### config.mk
export PLATFORM = sky130hd
export DESIGN_NAME = mcell_reg
export DESIGN_NICKNAME = d
export VERILOG_FILES = /design/src/rtl/mcell_pkg.sv /design/src/rtl/mcell_cfgcap.sv /design/src/rtl/mcell_clksel.sv /design/src/rtl/mcell_next.sv /design/src/rtl/mcell_reg.sv
export SDC_FILE = /design/constraint.sdc
export NUM_CORES = 1
export LEC_CHECK = 0
export BUFFER_PORTS_ARGS = -buffer_cell sky130_fd_sc_hd__buf_2
export CORE_AREA = 2 2 39 41
export CTS_CLUSTER_DIAMETER = 200
export DETAILED_ROUTE_END_ITERATION = 10
export DIE_AREA = 0 0 41 43
export PLACE_DENSITY = 0.74
export SYNTH_ARGS = -nofsm -noshare
export SYNTH_HDL_FRONTEND = slang
export SYNTH_HIERARCHICAL = 1
export SYNTH_SLANG_ARGS = --single-unit
### constraint.sdc
create_clock -name clk -period 2.9 [get_ports clk]
set_input_delay 0.145 -clock clk [delete_from_list [all_inputs] [get_ports clk]]
set_output_delay 0.145 -clock clk [all_outputs]
set_load 0.02 [all_outputs]
### src/rtl/mcell_pkg.sv
`timescale 1ns/1ps
package mcell_pkg;

   typedef enum logic [1:0] {
      FF_DATA   = 2'd0,
      FF_TOGGLE = 2'd1,
      FF_JK     = 2'd2,
      FF_SR     = 2'd3
   } ff_kind_e;

   typedef enum logic [1:0] {
      CK_GLOBAL = 2'd0,
      CK_GATED  = 2'd1,
      CK_ARRAY  = 2'd2,
      CK_SPARE  = 2'd3
   } ck_mode_e;

   typedef struct packed {
      ff_kind_e kind;
      logic     bypass;
      ck_mode_e cmode;
      logic     ginv;
      logic     gclr_en;
   } cell_cfg_t;

endpackage

### src/rtl/mcell_cfgcap.sv
`timescale 1ns/1ps
// Holds the cell configuration; loads only while reset is asserted.
module mcell_cfgcap
   import mcell_pkg::*;
#(
   parameter int GSEL_W = 1
) (
   input  logic              clk,
   input  logic              rst_n,
   input  cell_cfg_t         cfg_in,
   input  logic [GSEL_W-1:0] gsel_in,
   output cell_cfg_t         cfg_q,
   output logic [GSEL_W-1:0] gsel_q
);

   always_ff @(posedge clk) begin
      if (!rst_n) begin
         cfg_q  <= cfg_in;
         gsel_q <= gsel_in;
      end
   end

endmodule

### src/rtl/mcell_clksel.sv
`timescale 1ns/1ps
// Picks the clock source and turns it into a one-cycle update strobe.
module mcell_clksel
   import mcell_pkg::*;
#(
   parameter int NUM_GCLK = 2,
   parameter int GSEL_W   = 1
) (
   input  logic                clk,
   input  logic                rst_n,
   input  ck_mode_e            cmode,
   input  logic [GSEL_W-1:0]   gsel,
   input  logic                ginv,
   input  logic [NUM_GCLK-1:0] gclk,
   input  logic                ena_term,
   input  logic                aclk_term,
   output logic                upd
);

   logic g_pick;
   logic src;
   logic src_prev;
   logic rise;

   generate
      if (NUM_GCLK == 1) begin : g_single
         logic unused_sel;
         assign unused_sel = ^gsel;
         assign g_pick     = gclk[0];
      end else begin : g_multi
         logic [NUM_GCLK-1:0] hit;
         for (genvar i = 0; i < NUM_GCLK; i++) begin : g_line
            assign hit[i] = (gsel == GSEL_W'(i)) & gclk[i];
         end
         assign g_pick = |hit;
      end
   endgenerate

   always_comb begin
      if (cmode == CK_ARRAY) src = aclk_term;
      else                   src = g_pick ^ ginv;
   end

   // Held high through reset so a source already high is not an edge.
   always_ff @(posedge clk or negedge rst_n) begin
      if (!rst_n) src_prev <= 1'b1;
      else        src_prev <= src;
   end

   assign rise = src & ~src_prev;

   always_comb begin
      if (cmode == CK_GATED) upd = rise & ena_term;
      else                   upd = rise;
   end

endmodule

### src/rtl/mcell_next.sv
`timescale 1ns/1ps
// Next-state function for the four flip-flop kinds.
module mcell_next
   import mcell_pkg::*;
(
   input  ff_kind_e kind,
   input  logic     q,
   input  logic     ta,
   input  logic     tb,
   output logic     nxt
);

   always_comb begin
      unique case (kind)
         FF_DATA:   nxt = ta;
         FF_TOGGLE: nxt = q ^ ta;
         FF_JK: begin
            unique case ({ta, tb})
               2'b00:   nxt = q;
               2'b01:   nxt = 1'b0;
               2'b10:   nxt = 1'b1;
               default: nxt = ~q;
            endcase
         end
         default: begin
            unique case ({ta, tb})
               2'b01:   nxt = 1'b0;
               2'b10:   nxt = 1'b1;
               default: nxt = q;
            endcase
         end
      endcase
   end

endmodule

### src/rtl/mcell_reg.sv
`timescale 1ns/1ps
// Programmable register cell: four kinds, three clock modes, bypass,
// immediate preset/clear and routable global clear.
module mcell_reg
   import mcell_pkg::*;
#(
   parameter int NUM_GCLK = 2,
   parameter bit Q_RESET  = 1'b0,
   localparam int GSEL_W  = (NUM_GCLK > 1) ? $clog2(NUM_GCLK) : 1
) (
   input  logic                clk,
   input  logic                rst_n,
   input  logic [1:0]          cfg_kind,
   input  logic                cfg_bypass,
   input  logic [1:0]          cfg_cmode,
   input  logic [GSEL_W-1:0]   cfg_gsel,
   input  logic                cfg_ginv,
   input  logic                cfg_gclr_en,
   input  logic [NUM_GCLK-1:0] gclk,
   input  logic                ena_term,
   input  logic                aclk_term,
   input  logic                da_term,
   input  logic                db_term,
   input  logic                pre_term,
   input  logic                clr_term,
   input  logic                gclr_n,
   output logic                q_out,
   output logic                fb_out
);

   generate
      if (NUM_GCLK < 1 || NUM_GCLK > 16) begin : g_bad_gclk
         $error("mcell_reg: NUM_GCLK must be within 1..16");
      end
   endgenerate

   cell_cfg_t         cfg_in;
   cell_cfg_t         cfg_q;
   logic [GSEL_W-1:0] gsel_q;
   logic              upd;
   logic              nxt;
   logic              q_reg;
   logic              clr_any;
   logic              force_on;
   logic              q_eff;

   assign cfg_in.kind    = ff_kind_e'(cfg_kind);
   assign cfg_in.bypass  = cfg_bypass;
   assign cfg_in.cmode   = ck_mode_e'(cfg_cmode);
   assign cfg_in.ginv    = cfg_ginv;
   assign cfg_in.gclr_en = cfg_gclr_en;

   mcell_cfgcap #(.GSEL_W(GSEL_W)) u_cfgcap (
      .clk     (clk),
      .rst_n   (rst_n),
      .cfg_in  (cfg_in),
      .gsel_in (cfg_gsel),
      .cfg_q   (cfg_q),
      .gsel_q  (gsel_q)
   );

   mcell_clksel #(.NUM_GCLK(NUM_GCLK), .GSEL_W(GSEL_W)) u_clksel (
      .clk       (clk),
      .rst_n     (rst_n),
      .cmode     (cfg_q.cmode),
      .gsel      (gsel_q),
      .ginv      (cfg_q.ginv),
      .gclk      (gclk),
      .ena_term  (ena_term),
      .aclk_term (aclk_term),
      .upd       (upd)
   );

   mcell_next u_next (
      .kind (cfg_q.kind),
      .q    (q_reg),
      .ta   (da_term),
      .tb   (db_term),
      .nxt  (nxt)
   );

   // Clear has priority over preset.
   assign clr_any  = clr_term | (cfg_q.gclr_en & ~gclr_n);
   assign force_on = clr_any | pre_term;
   assign q_eff    = clr_any ? 1'b0 : (pre_term ? 1'b1 : q_reg);

   always_ff @(posedge clk or negedge rst_n) begin
      if (!rst_n)        q_reg <= Q_RESET;
      else if (force_on) q_reg <= q_eff;
      else if (upd)      q_reg <= nxt;
   end

   assign fb_out = q_eff;
   assign q_out  = cfg_q.bypass ? da_term : q_eff;

endmodule

==> results of run 1 <==
==> cells in the mapped netlist, drive strengths merged, types with 2 or more instances <==
cell type	number	share of area
a21oi	3	0.031
nand2	3	0.023
edfxtp	8	0.49
inv	3	0.023
nor2	2	0.015
mux2i	2	0.041
==> cell families after synthesis <==
family | count (synthesis) | share of synthesized area
simple gates | 10 | 0.1225
flops | 10 | 0.5944
mux | 3 | 0.06378
compound gates | 8 | 0.1301
buf+inv | 3 | 0.02296
xor+xnor | 1 | 0.01786
fa+ha+maj | 2 | 0.04846
==> worst reg2reg max path, stage by stage, from the launching register on <==
cell and delay [ns]:
edfxtp_1 0.40, nor3b_1 0.17, a211o_1 0.26, a21oi_1 0.16, mux2i_1 0.24, a211oi_2 0.09
==> final cells by class <==
| cell class | count | share of cell area |
|---|---|---|
| Timing Repair Buffer | 21 | 0.1702 |
| Sequential cell | 10 | 0.4507 |
| Inverter | 3 | 0.01741 |
| Clock buffer | 4 | 0.04062 |
| Multi-Input combinational cell | 24 | 0.2901 |
| Tap cell | 16 | 0.03095 |
==> worst max-delay path by stage <==
stage                           start    end  slack [ns]  cells after the start
floorplan           u_cfgcap/cfg_q[3]  q_reg        1.57                      5
global route        u_cfgcap/cfg_q[3]  q_reg        1.41                      5
finish              u_cfgcap/cfg_q[3]  q_reg        1.49                      5
CTS                 u_cfgcap/cfg_q[3]  q_reg        1.47                      5
global placement              da_term  q_reg        1.49                      7
detailed placement            da_term  q_reg        1.45                      7
==> power by group <==
| group | internal, mW | switching (mW) |
|---|---|---|
| clock network | 0.0529 | 0.0427 |
| registers | 0.171 | 0.00773 |
| logic | 0.0297 | 0.0248 |
==> routing by layer <==
layer,part of all wire,GRT usage
met1,0.39,0.1453
met2,0.56,0.1750
met3,0.036,0.03141
met4,0.013,0.08000
met5,0,0
==> impl_metrics.json, run 1 <==
{
  "start_util": 0.3544,
  "hold_buffers": 1,
  "wire_per_inst_microns": 9.974,
  "synth_edf_count": 8,
  "antenna_cells": 0,
  "crit_required_ns": 3.05,
  "die_area_sq_um": 1763,
  "path_cells": "nor3b_1 > a211o_1 > a21oi_1 > mux2i_1 > a211oi_2",
  "fmax_ghz": 0.7077,
  "layout-drive-gt1-share": 0.4677,
  "crit_type": "flop to flop",
  "area_growth_pct": 31.89,
  "multiInputGateArea_sq_um": 187.7,
  "clock_skew_ns": 0.007914,
  "rr_worst_depth": 5,
  "layout_common_cells": "buf_2 (20), edfxtp_1 (8)",
  "min-delay-start": "cfg_kind[1]",
  "route.detailed.drc": 0,
  "vias": 361,
  "cts_buffer_depth": 2,
  "postSynthAreaPerCell_sq_um": 13.26,
  "stdcell_count": 78,
  "largest_reg_flops": 7,
  "setup_viol": 0,
  "viasPerCell": 4.628,
  "holdPathStages": 1,
  "final_area_sq_um": 646.9,
  "setup_ws_ns": 1.487,
  "die_h_microns": 43,
  "holdPathEnd": "u_cfgcap/cfg_q[6]",
  "clock_latency_ns": 0.26,
  "hold_class": "input pin to flop",
  "synth_seq_area_share": 0.5944,
  "crit_arrival_ns": 1.56,
  "worst_hold_slack_ns": 0.05588,
  "gr-total-overflow": 0,
  "dpl.hpwl_microns": 631.1,
  "cts_resized": 0,
  "port_buffers": 20,
  "ys_types": 22,
  "period_minus_slack_ns": 1.413,
  "dieWidth_microns": 41,
  "r2r_setup_slack_ns": 1.49,
  "reg2reg_to": "q_reg",
  "utilization": 0.4675,
  "track_usage": 0.1191,
  "ioPinCount": 21,
  "crit_family": "compound AO/OA/AOI/OAI gates",
  "crit_slowest_cell": "edfxtp_1",
  "dpl.cell_count": 73,
  "critPathMaxStageDelay_ns": 0.40,
  "syn-instance-count": 37,
  "power.leakage_nw": 0.2936,
  "initialDrtViolationCount": 3,
  "tightest_slew_ns": 0.2911,
  "power_uw": 329.0,
  "hold_violations": 0,
  "clock-root-buffer": "clkbuf_4",
  "cp-end-kind": "flop",
  "first_pass_iters": 4,
  "post_cts_buffers": 0,
  "cts_inserted_buffers": 3,
  "cts_max_level": 1,
  "synth_seq_cells": 10,
  "start_kind": "flop",
  "cp_max_fo": 3,
  "grt_pass1_vias": 347,
  "grt_antenna_before_repair": 0,
  "power.density_nw_per_um2": 508.6,
  "tns_ns": 0,
  "place_area_sq_um": 610.6,
  "cts_tree": "yes",
  "rsz0062_at_grt": "false",
  "clkSinkCount": 10,
  "worst-path-buf-inv": 0,
  "syn-cell-area_sq_um": 490.5,
  "syn_nets": 57,
  "pre_cts_slack_ns": 1.446,
  "status": "complete, no violations",
  "fin_nets": 83,
  "regToRegStartpoint": "u_cfgcap/cfg_q[3]",
  "synth_warnings": 6,
  "gp_congestion": 0.7106,
  "period_share": 0.4872,
  "async_flop_share": 0.2000,
  "final_max_slew_viol_count": 0,
  "wl_microns": 778,
  "final_common_cell": "buf_2",
  "max_cap_violations": 0,
  "clk_pin_slew_ns": 0.06,
  "fillers": 127,
  "coreArea_sq_um": 1384,
  "rows": 14,
  "ant_nets": 0,
  "largest_register": "u_cfgcap/cfg_q",
  "synthFlopType": "edfxtp_1",
  "max_slew_margin": 0.8057,
  "grt_pass1_wl_mm": 1.373,
  "irDropWorstVdd_mv": 0.2676,
  "ff_latch_area_sq_um": 291.5,
  "grt_max_degree": 9
}
(Power assumes the default switching activity.)
==> inputs of run 2 (changes only) <==
==> constraint.sdc (replaced) <==
create_clock -name clk -period 1.3 [get_ports clk]
set_input_delay 0.065 -clock clk [delete_from_list [all_inputs] [get_ports clk]]
set_output_delay 0.065 -clock clk [all_outputs]
set_load 0.02 [all_outputs]
==> run 2 against run 1 <==
  * The flow now finishes with violations (setup timing)
  * Core utilization grew 13 points
  * Sequential power grew 120%
  * Cell area grew 28%
  * Via count grew 22%
  * Clock skew shrank 0.0042 ns
  * Flip-flop and latch count is the same
  * Critical path type unchanged
  * Largest cell class unchanged
==> impl_metrics.json, run 2 (same netlist as run 1, synthesis figures left out) <==
{
  "status": "finished, violations left",
  "violations": "setup timing",
  "tightest_slew_ns": 0.3119,
  "rows": 14,
  "cp-end-kind": "flop",
  "seqPwrFrac": 0.496,
  "regToRegStartpoint": "u_cfgcap/cfg_q[3]",
  "antenna_cells": 0,
  "fillers": 134,
  "hold_class": "input pin to flop",
  "crit_arrival_ns": 1.47,
  "final_max_slew_viol_count": 0,
  "crit_required_ns": 1.43,
  "crit_type": "flop to flop",
  "fmax_ghz": 0.7456,
  "r2r_setup_slack_ns": -0.04,
  "clock_latency_ns": 0.25,
  "dpl.hpwl_microns": 661.6,
  "grt_antenna_before_repair": 0,
  "wl_microns": 991,
  "power.internal_uw": 612.5,
  "largest_reg_flops": 7,
  "cts_tree": "yes",
  "comb_power_share": 0.245,
  "period_share": 1.032,
  "irDropWorstVdd_mv": 0.5607,
  "initialDrtViolationCount": 10,
  "area_growth_pct": 68.37,
  "wire_per_inst_microns": 10.32,
  "layout_common_cells": "buf_2 (19), dlygate4sd3_1 (10), buf_4 (10), edfxtp_1 (8)",
  "setup_viol": 2,
  "layout-drive-gt1-share": 0.5125,
  "grt_pass1_wl_mm": 1.435,
  "start_kind": "flop",
  "max_slew_margin": 0.7918,
  "grt_max_degree": 9,
  "rr_worst_depth": 5,
  "cts_inserted_buffers": 3,
  "route.detailed.drc": 0,
  "swShare": 0.2348,
  "viasPerCell": 4.573,
  "clock_skew_ns": 0.003668,
  "track_usage": 0.1256,
  "ant_nets": 0,
  "port_buffers": 20,
  "dieWidth_microns": 41,
  "endpoint": "q_reg",
  "first_pass_iters": 4,
  "setup_ws_ns": -0.04122,
  "power.leakage_nw": 0.3812,
  "die_area_sq_um": 1763,
  "power.density_nw_per_um2": 969.4,
  "final_common_cell": "buf_2",
  "largest_register": "u_cfgcap/cfg_q",
  "clock-root-buffer": "clkbuf_4",
  "hold_violations": 0,
  "startpoint": "u_cfgcap/cfg_q[3]",
  "max_cap_violations": 0,
  "gr-total-overflow": 0,
  "clkSinkCount": 10,
  "switchingPower_uw": 188.0,
  "fin_nets": 101,
  "cts_max_level": 1,
  "power_uw": 800.5,
  "coreArea_sq_um": 1384,
  "start_util": 0.3544,
  "cts_buffer_depth": 2,
  "clk_pin_slew_ns": 0.06,
  "utilization": 0.5967,
  "gp_congestion": 0.6060,
  "period_minus_slack_ns": 1.341,
  "power.clock.fraction": 0.259,
  "ioPinCount": 21,
  "reg2reg_to": "q_reg",
  "cp_max_fo": 2,
  "vias": 439,
  "rsz0062_at_grt": "true",
  "die_h_microns": 43,
  "grt_pass1_vias": 389
}
## run 2: worst max-delay path: stages, from the launching register on
cell and delay (ns):
edfxtp_1 0.38, nor3b_4 0.16, a211o_1 0.23, a21oi_2 0.13
mux2i_1 0.23, a211oi_2 0.09
## run 2: layer usage
| layer | share of wire | global-route usage | vias up |
|---|---|---|---|
| li1 | - | - | 224 |
| met2 | 0.57 | 0.2094 | 12 |
| met5 | 0 | 0 | - |
| met4 | 0.024 | 0.08000 | 0 |
| met3 | 0.035 | 0.03141 | 4 |
| met1 | 0.37 | 0.1293 | 199 |
## run 2: final cells by class
class	instances	area, sq um	area share
clock buffer	3	22.52	0.02727
clock inverter	1	3.754	0.004545
inverter	3	11.26	0.01364
multi-input combinational	24	206.4	0.2500
sequential	10	291.5	0.3530
tap	16	20.02	0.02424
timing repair buffer	39	270.3	0.3273
## run 2: how the worst min path moves through the flow
| stage | end | slack (ns) | depth (start not counted) | from |
|---|---|---|---|---|
| floorplan | q_reg | -0.23 | 0 | rst_n |
| global placement | q_reg | -0.14 | 1 | rst_n |
| detailed placement | q_reg | -0.14 | 1 | rst_n |
| CTS | q_reg | 0.003 | 2 | clr_term |
| global route | q_reg | 0.06 | 3 | pre_term |
| finish | q_reg | 0.07 | 3 | pre_term |
## run 2: power by group through the flow
stage | clock [mW] | sequential (mW) | combinational, mW
final | 0.207 | 0.397 | 0.197
after global placement | 0 | 0.402 | 0.141
after floorplan | 0 | 0.402 | 0.0810
after detailed placement | 0 | 0.404 | 0.144
after global routing | 0.245 | 0.400 | 0.216
after CTS | 0.214 | 0.397 | 0.192
## run 2: timing repair
item,CTS,global route
pin swaps,3,2
gates resized for setup,0,3
hold endpoints to repair,10,1
buffers inserted,5,0
setup endpoints to repair,2,3
hold buffers,9,1
## run 2: metrics by stage
step	cell area [sq um]	instances	setup slack [ns]	TNS (ns)	hold slack, ns
6_report	825.8	96	-0.04122	-0.06281	0.06708
5_1_grt	825.8	96	-0.1087	-0.2191	0.05629
4_1_cts	810.8	96	-0.04516	-0.07569	0.003259
3_5_place_dp	656.9	78	-0.06892	-0.06892	-0.1359
3_3_place_gp	656.9	78	-0.04205	-0.04205	-0.1372
2_1_floorplan	499.2	37	0.02117	0	-0.2306
